File: config.mk
export PLATFORM = sky130hd
export DESIGN_NAME = serial_port4
export DESIGN_NICKNAME = d
export VERILOG_FILES = /design/src/rtl/serial_port4.sv
export SDC_FILE = /design/constraint.sdc
export NUM_CORES = 1
export LEC_CHECK = 0
export ABC_CLOCK_PERIOD_IN_PS = 2800
export BUFFER_PORTS_ARGS = -buffer_cell sky130_fd_sc_hd__buf_2
export CAP_MARGIN = 30
export CORE_MARGIN = 1
export CORE_UTILIZATION = 44
export CTS_BUF_LIST = sky130_fd_sc_hd__clkbuf_4
export DETAILED_ROUTE_END_ITERATION = 8
export PLACE_DENSITY = 0.7
export SYNTH_ARGS = -nofsm -noshare
export SYNTH_HDL_FRONTEND = slang
export SYNTH_SLANG_ARGS = --single-unit
File: constraint.sdc
create_clock -name clk -period 2.8 [get_ports clk]
set_clock_uncertainty 0.05 [all_clocks]
set_input_delay 0.28 -clock clk [delete_from_list [all_inputs] [get_ports clk]]
set_output_delay 0.28 -clock clk [all_outputs]
set_load 0.05 [all_outputs]
File: src/rtl/serial_port4.sv
module serial_port4 (
  input  logic       clk,
  input  logic       rst_n,
  input  logic       wr_ctl,
  input  logic       wr_buf,
  input  logic [7:0] wdata,
  output logic [7:0] ctl_q,
  output logic [7:0] rbuf_q,
  input  logic       baud_tick,
  input  logic       dbl_speed,
  input  logic       rxd_in,
  output logic       rxd_out,
  output logic       rxd_oe,
  output logic       txd,
  output logic       irq
);
  logic [1:0] mode;
  logic mpe, ren, tx9, rx9, tflag, rflag;
  logic [7:0] rbuf;
  logic half;
  logic [3:0] tdiv;
  logic tx_pend, tx_act, tx_line;
  logic [3:0] tx_left;
  logic [9:0] tx_sh;
  logic m0_pend, m0_kind, m0_act, m0_tx, m0_ph;
  logic [2:0] m0_cnt;
  logic [7:0] m0_sh;
  logic r_act, r_prev, v0, v1, r_nine;
  logic [3:0] sc, bi;
  logic [7:0] r_sh;

  assign ctl_q  = {mode, mpe, ren, tx9, rx9, tflag, rflag};
  assign rbuf_q = rbuf;
  assign irq    = tflag | rflag;

  wire m0   = (mode == 2'd0);
  wire nine = mode[1];
  wire base = (mode == 2'd2) | (mode[0] & baud_tick);
  wire s16  = base & (dbl_speed | half);
  wire roll = s16 & (tdiv == 4'hf);
  wire maj  = (v0 & v1) | (v0 & rxd_in) | (v1 & rxd_in);
  wire r_ok = !rflag && (!(nine && mpe) || r_nine);

  assign txd     = m0 ? (!m0_act | m0_ph) : tx_line;
  assign rxd_out = m0_sh[0];
  assign rxd_oe  = m0_act & m0_tx;

  always_ff @(posedge clk or negedge rst_n) begin
    if (!rst_n) begin
      {mode, mpe, ren, tx9, rx9, tflag, rflag} <= '0;
      rbuf <= '0; half <= 1'b0; tdiv <= '0;
      tx_pend <= 1'b0; tx_act <= 1'b0; tx_line <= 1'b1; tx_left <= '0; tx_sh <= '1;
      m0_pend <= 1'b0; m0_kind <= 1'b0; m0_act <= 1'b0; m0_tx <= 1'b0; m0_ph <= 1'b0;
      m0_cnt <= '0; m0_sh <= '0;
      r_act <= 1'b0; r_prev <= 1'b1; v0 <= 1'b1; v1 <= 1'b1; r_nine <= 1'b0;
      sc <= '0; bi <= '0; r_sh <= '0;
    end else begin
      if (wr_ctl) {mode, mpe, ren, tx9, rx9, tflag, rflag} <= wdata;

      if (base) half <= !half;
      if (s16) tdiv <= tdiv + 4'd1;

      if (wr_buf && m0 && !m0_act && !m0_pend) begin
        m0_pend <= 1'b1; m0_kind <= 1'b1; m0_sh <= wdata;
      end else if (m0 && ren && !rflag && !m0_act && !m0_pend) begin
        m0_pend <= 1'b1; m0_kind <= 1'b0;
      end
      if (m0_pend) begin
        m0_pend <= 1'b0; m0_act <= 1'b1; m0_tx <= m0_kind; m0_ph <= 1'b0; m0_cnt <= '0;
      end else if (m0_act) begin
        m0_ph <= !m0_ph;
        if (m0_ph) begin
          m0_sh  <= {m0_tx ? 1'b1 : rxd_in, m0_sh[7:1]};
          m0_cnt <= m0_cnt + 3'd1;
          if (m0_cnt == 3'd7) begin
            m0_act <= 1'b0;
            if (m0_tx) tflag <= 1'b1;
            else if (!rflag) begin
              rflag <= 1'b1;
              rbuf  <= {rxd_in, m0_sh[7:1]};
            end
          end
        end
      end

      if (wr_buf && !m0 && !tx_act && !tx_pend) begin
        tx_pend <= 1'b1;
        tx_sh   <= nine ? {1'b1, tx9, wdata} : {2'b11, wdata};
        tx_left <= nine ? 4'd10 : 4'd9;
      end
      if (roll) begin
        if (tx_act) begin
          if (tx_left == 4'd0) begin
            tx_act <= 1'b0; tflag <= 1'b1;
          end else begin
            tx_line <= tx_sh[0]; tx_sh <= {1'b1, tx_sh[9:1]}; tx_left <= tx_left - 4'd1;
          end
        end else if (tx_pend) begin
          tx_pend <= 1'b0; tx_act <= 1'b1; tx_line <= 1'b0;
        end
      end

      if (s16) begin
        r_prev <= rxd_in;
        if (!r_act) begin
          if (ren && r_prev && !rxd_in) begin
            r_act <= 1'b1; sc <= '0; bi <= '0;
          end
        end else begin
          sc <= sc + 4'd1;
          if (sc == 4'd6) v0 <= rxd_in;
          if (sc == 4'd7) v1 <= rxd_in;
          if (sc == 4'd8) begin
            bi <= bi + 4'd1;
            if (bi == 4'd0) begin
              if (maj) r_act <= 1'b0;
            end else if (bi <= 4'd8) r_sh <= {maj, r_sh[7:1]};
            else if (nine && bi == 4'd9) r_nine <= maj;
            else begin
              r_act <= 1'b0;
              if (r_ok) begin
                rflag <= 1'b1; rbuf <= r_sh; rx9 <= nine ? r_nine : maj;
              end
            end
          end
        end
      end
    end
  end

  p_rflag_sticky_r11: assert property (@(posedge clk) disable iff (!rst_n)
    (rflag && !wr_ctl) |=> rflag);
  p_tflag_sticky_r11: assert property (@(posedge clk) disable iff (!rst_n)
    (tflag && !wr_ctl) |=> tflag);
  p_full_keeps_buf_r10: assert property (@(posedge clk) disable iff (!rst_n)
    rflag |=> $stable(rbuf_q));
  p_m0_gap_r2: assert property (@(posedge clk) disable iff (!rst_n)
    (wr_buf && m0 && !m0_act && !m0_pend) |=> (txd && !rxd_oe));
  p_drive_only_m0_r2: assert property (@(posedge clk) disable iff (!rst_n)
    rxd_oe |-> (ctl_q[7:6] == 2'd0));
  p_idle_high_r4: assert property (@(posedge clk) disable iff (!rst_n)
    (!m0 && !tx_act) |-> txd);
  p_addr_filter_r8: assert property (@(posedge clk) disable iff (!rst_n)
    (r_act && s16 && sc == 4'd8 && nine && mpe && bi == 4'd10 && !r_nine && !wr_ctl)
      |=> ($stable(rbuf_q) && rflag == $past(rflag)));
endmodule

; ---- Word-level counts from Yosys, hierarchy flattened
; Index checks and enable logic that the tools add are counted.
[word_totals]
register_bits = 75
input_bits = 15
wordCells = 198
[op_classes]
addsub = 5
magnitude_cmp = 1
eq_ne = 9
mux = 96
bitwise_logic = 15
reduce_logical = 42
[op_table]
columns = cell, n
row1 = two-way mux 8 bit, 17
row2 = two-way mux 1 bit, 62
row3 = two-way mux 10 bit, 4
row4 = two-way mux 4 bit, 8
row5 = logical AND 1 bit, 15
row6 = "adder 4 x 1 -> 4 bit, second input constant", 3
row7 = "== test 4 bit, second input constant", 3
row8 = AND reduction 3 bit, 4
row9 = zero test 1 bit, 10
row10 = nonzero test 2 bit, 5
row11 = two-way mux 3 bit, 3
row12 = two-way mux 9 bit, 1
row13 = "== test 4 x 3 -> 1 bit, second input constant", 2
row14 = zero test 4 bit, 2
row15 = bitwise AND 1 bit, 7
row16 = bitwise OR 1 bit, 6
row17 = AND reduction 6 bit, 1
row18 = AND reduction 5 bit, 1
row19 = "<= comparator 4 bit, second input constant", 1
row20 = AND reduction 2 bit, 2
row21 = "subtractor 4 x 1 -> 4 bit, second input constant", 1
row22 = "adder 3 x 1 -> 3 bit, second input constant", 1
row23 = "== test 3 bit, second input constant", 1
row24 = "== test 2 bit, second input constant", 1
row25 = 6 further kinds, 7

; ---- Depth between registers and ports, before layout
[logic_depth]
ltp_word = 14
depth_mapped = 7
depth_no_buf = 6

; ---- Worst setup path after synthesis
; Ideal clock, no wire load.
[synth_path]
path_type = register -> register
from = register mode[1]
to = register rbuf[0] (netlist: rbuf_q[0])
setup_ns = 0.125
arrival_ns = 2.080
required_ns = 2.625
setup_slack_ns = 0.545
stages_incl_launch_ff = 6
synth_period_minus_slack_ns = 2.255
path_cell_list = dfrtp_1 buf_2 mux2i_1 nor3_2 o2111ai_4 mux2_4
[synth_via]
elab_chain_len = 11
[synth_rtl]
columns = element, line
row1 = "start, declared", 17  ; logic [1:0] mode;
row2 = "start signal, assigned", 58  ; if (wr_ctl) {mode, mpe, ren, tx9, rx9, tflag, rflag} <= wdata;
row3 = logical AND 1 bit, 42  ; wire r_ok = !rflag && (!(nine && mpe) || r_nine);
row4 = zero test 1 bit, 42
row5 = logical OR 1 bit, 42
row6 = logical AND 1 bit, 42
row7 = two-way mux 8 bit, 121  ; if (r_ok) begin
row8 = two-way mux 8 bit, 118  ; else if (nine && bi == 4'd9) r_nine <= maj;
row9 = two-way mux 8 bit, 117  ; end else if (bi <= 4'd8) r_sh <= {maj, r_sh[7:1]};
row10 = two-way mux 8 bit, 115  ; if (bi == 4'd0) begin
row11 = two-way mux 8 bit, 113  ; if (sc == 4'd8) begin
row12 = two-way mux 8 bit, 105  ; if (!r_act) begin
row13 = two-way mux 8 bit (*), 103  ; if (s16) begin
row14 = "end signal, assigned", 80  ; rbuf <= {rxd_in, m0_sh[7:1]};
row15 = "end, declared", 19  ; logic [7:0] rbuf;
; Every way passes the cells marked *; elsewhere a longest branch is shown, timed or not.
; A chain may end at the register's enable or synchronous reset.

; ---- Worst setup path after layout
[layout_path]
from = register mode[1]
to = register rbuf[3] (netlist: rbuf_q[3])
; The elaborated chain is that of the path after synthesis.

==> reports/results.tsv <==
metric	value	unit
slew_headroom	36.8	%
cts_setup_buffers	0	
io_pins	35	
cts_buffers	9	
ys_ff_latch	75	
async_flop_share	100	%
crit_path_end_kind	flop	
ir_drop	0.000292	V
synth_edf_count	0	
vias	2504	
grt.total_usage	18.5	%
antenna_found_initial	0	
grt_max_degree	76	
whs	0.0606	ns
r2r_start	mode[1]$_DFFE_PN0P_	
core_area	0.00834	sq mm
fin_crit_sh	79.3	%
avgViaCountPerCell	5.43	
grt.overflow.total	0	
setup_ws	0.579	ns
reg2reg_setup_slack	0.58	ns
rsz0062_at_grt	no	
ys_seq_area_share	49.4	%
setup_tns	0	ns
syn_nets	345	
post-dp-hpwl	5.39	mm
instances_no_fill	461	
die_x	95.4	um
synth_area_per_cell	12.0	sq um
clock.fmax	450	MHz
fin_util	50.6	%
routed_wl	7.57	mm
dr.pass1.iters	4	
r2r-end	rbuf_q[3]$_DFF_PN0_	
port_buffers	34	
critPathMaxFanout	13	
drt_iter0_markers	162	
cts.clk_slew.worst_paths	0.13	ns
crit_start	mode[1]$_DFFE_PN0P_	
yosysWarningCount	0	
clock_path_buffers	2	
finalSetupViolations	0	
cp.arrival	2.49	ns
syn_area	0.00384	sq mm
yosysUniqueCellTypes	56	
finalNetCount	376	
cts_root_buf	clkbuf_4	
crit_path_start_kind	flop	
power_density	855	mW/mm^2
totalPowerFinal	3.61	mW
dpl.cell_count	444	
drive_gt1_share	35.1	%
path_class	reg -> reg	
antenna-diode-count	0	
drc_errors	0	
layout_commonest_cell	dfrtp_1	
routabilityCongestion	0.786	
fin_area	0.00422	sq mm
grt_pass1_wl	12.5	mm
cp.required	3.07	ns
worst_skew_pair.late_latency	0.43	ns
slew_violations	0	
hold_viol_final	0	
crit_path_end	rbuf_q[3]$_DFF_PN0_	
fin_crit	2.22	ns
final_cell_mix	dfrtp_1, mux2_2, buf_2, nand2_1, mux2i_1	
r2r_cells	4	
cts_resized	0	
ant_nets	0	
p_leak	1.97	nW
clkSinkCount	75	
outcome	completed	
dieArea	0.00910	sq mm
area_delta_synth_final	10.0	%
wl_per_cell	16.4	um
die_h	95.4	um
place_ws	0.611	ns
htree_levels	3	
num_rows	33	
synth_ff_type	dfrtp_1	
max_cap_violations	0	
min_path_type	in -> reg	
holdBufCountCts	1	
cts_tree	yes	
start_util	46.0	%
grt_pass1_vias	2405	
syn_inst	320	
worst_pin_slew	0.948	ns
place_area	0.00405	sq mm
-- flip-flops by register name, indices dropped and copies added, names as in the netlist, 2 cells and up --
register / count
m0_sh: 8
bi: 4
r_sh: 8
sc: 4
tx_left: 4
tx_sh: 10
tdiv: 4
m0_cnt: 3
rbuf_q: 8
mode: 2
-- worst min path at each step --
| stage | from | slack (ns) | to | depth (start not counted) |
|---|---|---|---|---|
| after floorplan | rst_n | -0.07 | bi[0]$_DFFE_PN0P_ | 0 |
| after global placement | r_prev$_DFFE_PN1P_ | 0.40 | r_prev$_DFFE_PN1P_ | 2 |
| after detailed placement | r_prev$_DFFE_PN1P_ | 0.41 | r_prev$_DFFE_PN1P_ | 2 |
| after CTS | wdata[5] | 0.05 | mpe$_DFFE_PN0P_ | 2 |
| after global routing | rxd_in | 0.06 | r_prev$_DFFE_PN1P_ | 3 |
| final | rxd_in | 0.06 | r_prev$_DFFE_PN1P_ | 3 |
-- kinds of logic (layout without fill, tap and decap cells) --
group / after synthesis / count (layout) / share of synthesized area (%)
DFF: 75 / 75 / 49.4
xor gates and xnor gates: 8 / 8 / 1.83
adders and majority gates: 11 / 11 / 3.52
and+or+nand+nor: 84 / 84 / 12.0
AOI/OAI and AO/OA: 44 / 44 / 7.80
muxes: 70 / 70 / 21.5
buffers and inverters: 28 / 64 / 3.95
-- power by group --
part / leakage, nW / switching (mW) / internal, mW
logic: 0.987 / 0.607 / 0.498
clock network: 0.0866 / 0.396 / 0.373
registers: 0.894 / 0.293 / 1.44
total: 1.97 / 1.30 / 2.31
-- routing by layer --
| layer | global-route usage (%) | share of wire (%) | up-vias |
|---|---|---|---|
| met5 | 0 | 0 | - |
| met4 | 8.96 | 2.6 | 0 |
| met3 | 2.71 | 3.4 | 16 |
| met2 | 27.6 | 46 | 48 |
| met1 | 26.3 | 48 | 1235 |
| li1 | - | - | 1205 |
-- worst max-delay path, stage by stage, from the launching register on --
cell and delay, ns:
dfrtp_1 0.63, mux2i_1 0.25, nor3_2 0.45, o2111ai_4 0.35, mux2_4 0.40
-- cell usage after synthesis, types with 3 or more instances --
cell,instances,area share [%]
buf_4,7,1.4
nand3_1,9,1.2
a21oi_1,14,1.8
nor3_1,6,0.78
dfstp_2,14,9.6
buf_2,4,0.52
mux2i_1,18,4.7
nand3b_1,3,0.59
ha_1,10,3.3
dfrtp_1,61,40
inv_1,11,1.1
clkbuf_1,4,0.39
xnor2_1,6,1.4
mux2_4,16,6.3
o21ai_0,12,1.6
mux2_2,34,10
nand2_1,25,2.4
nor2_1,16,1.6
-- layout make-up --
class,instances,area (sq um)
multi-input combinational,217,1790
clock buffer,10,75.1
tap,105,131
fill,746,4120
timing repair buffer,37,198
clock inverter,6,90.1
sequential,75,1890
inverter,11,41.3
Power figures use the tool's default switching activity.
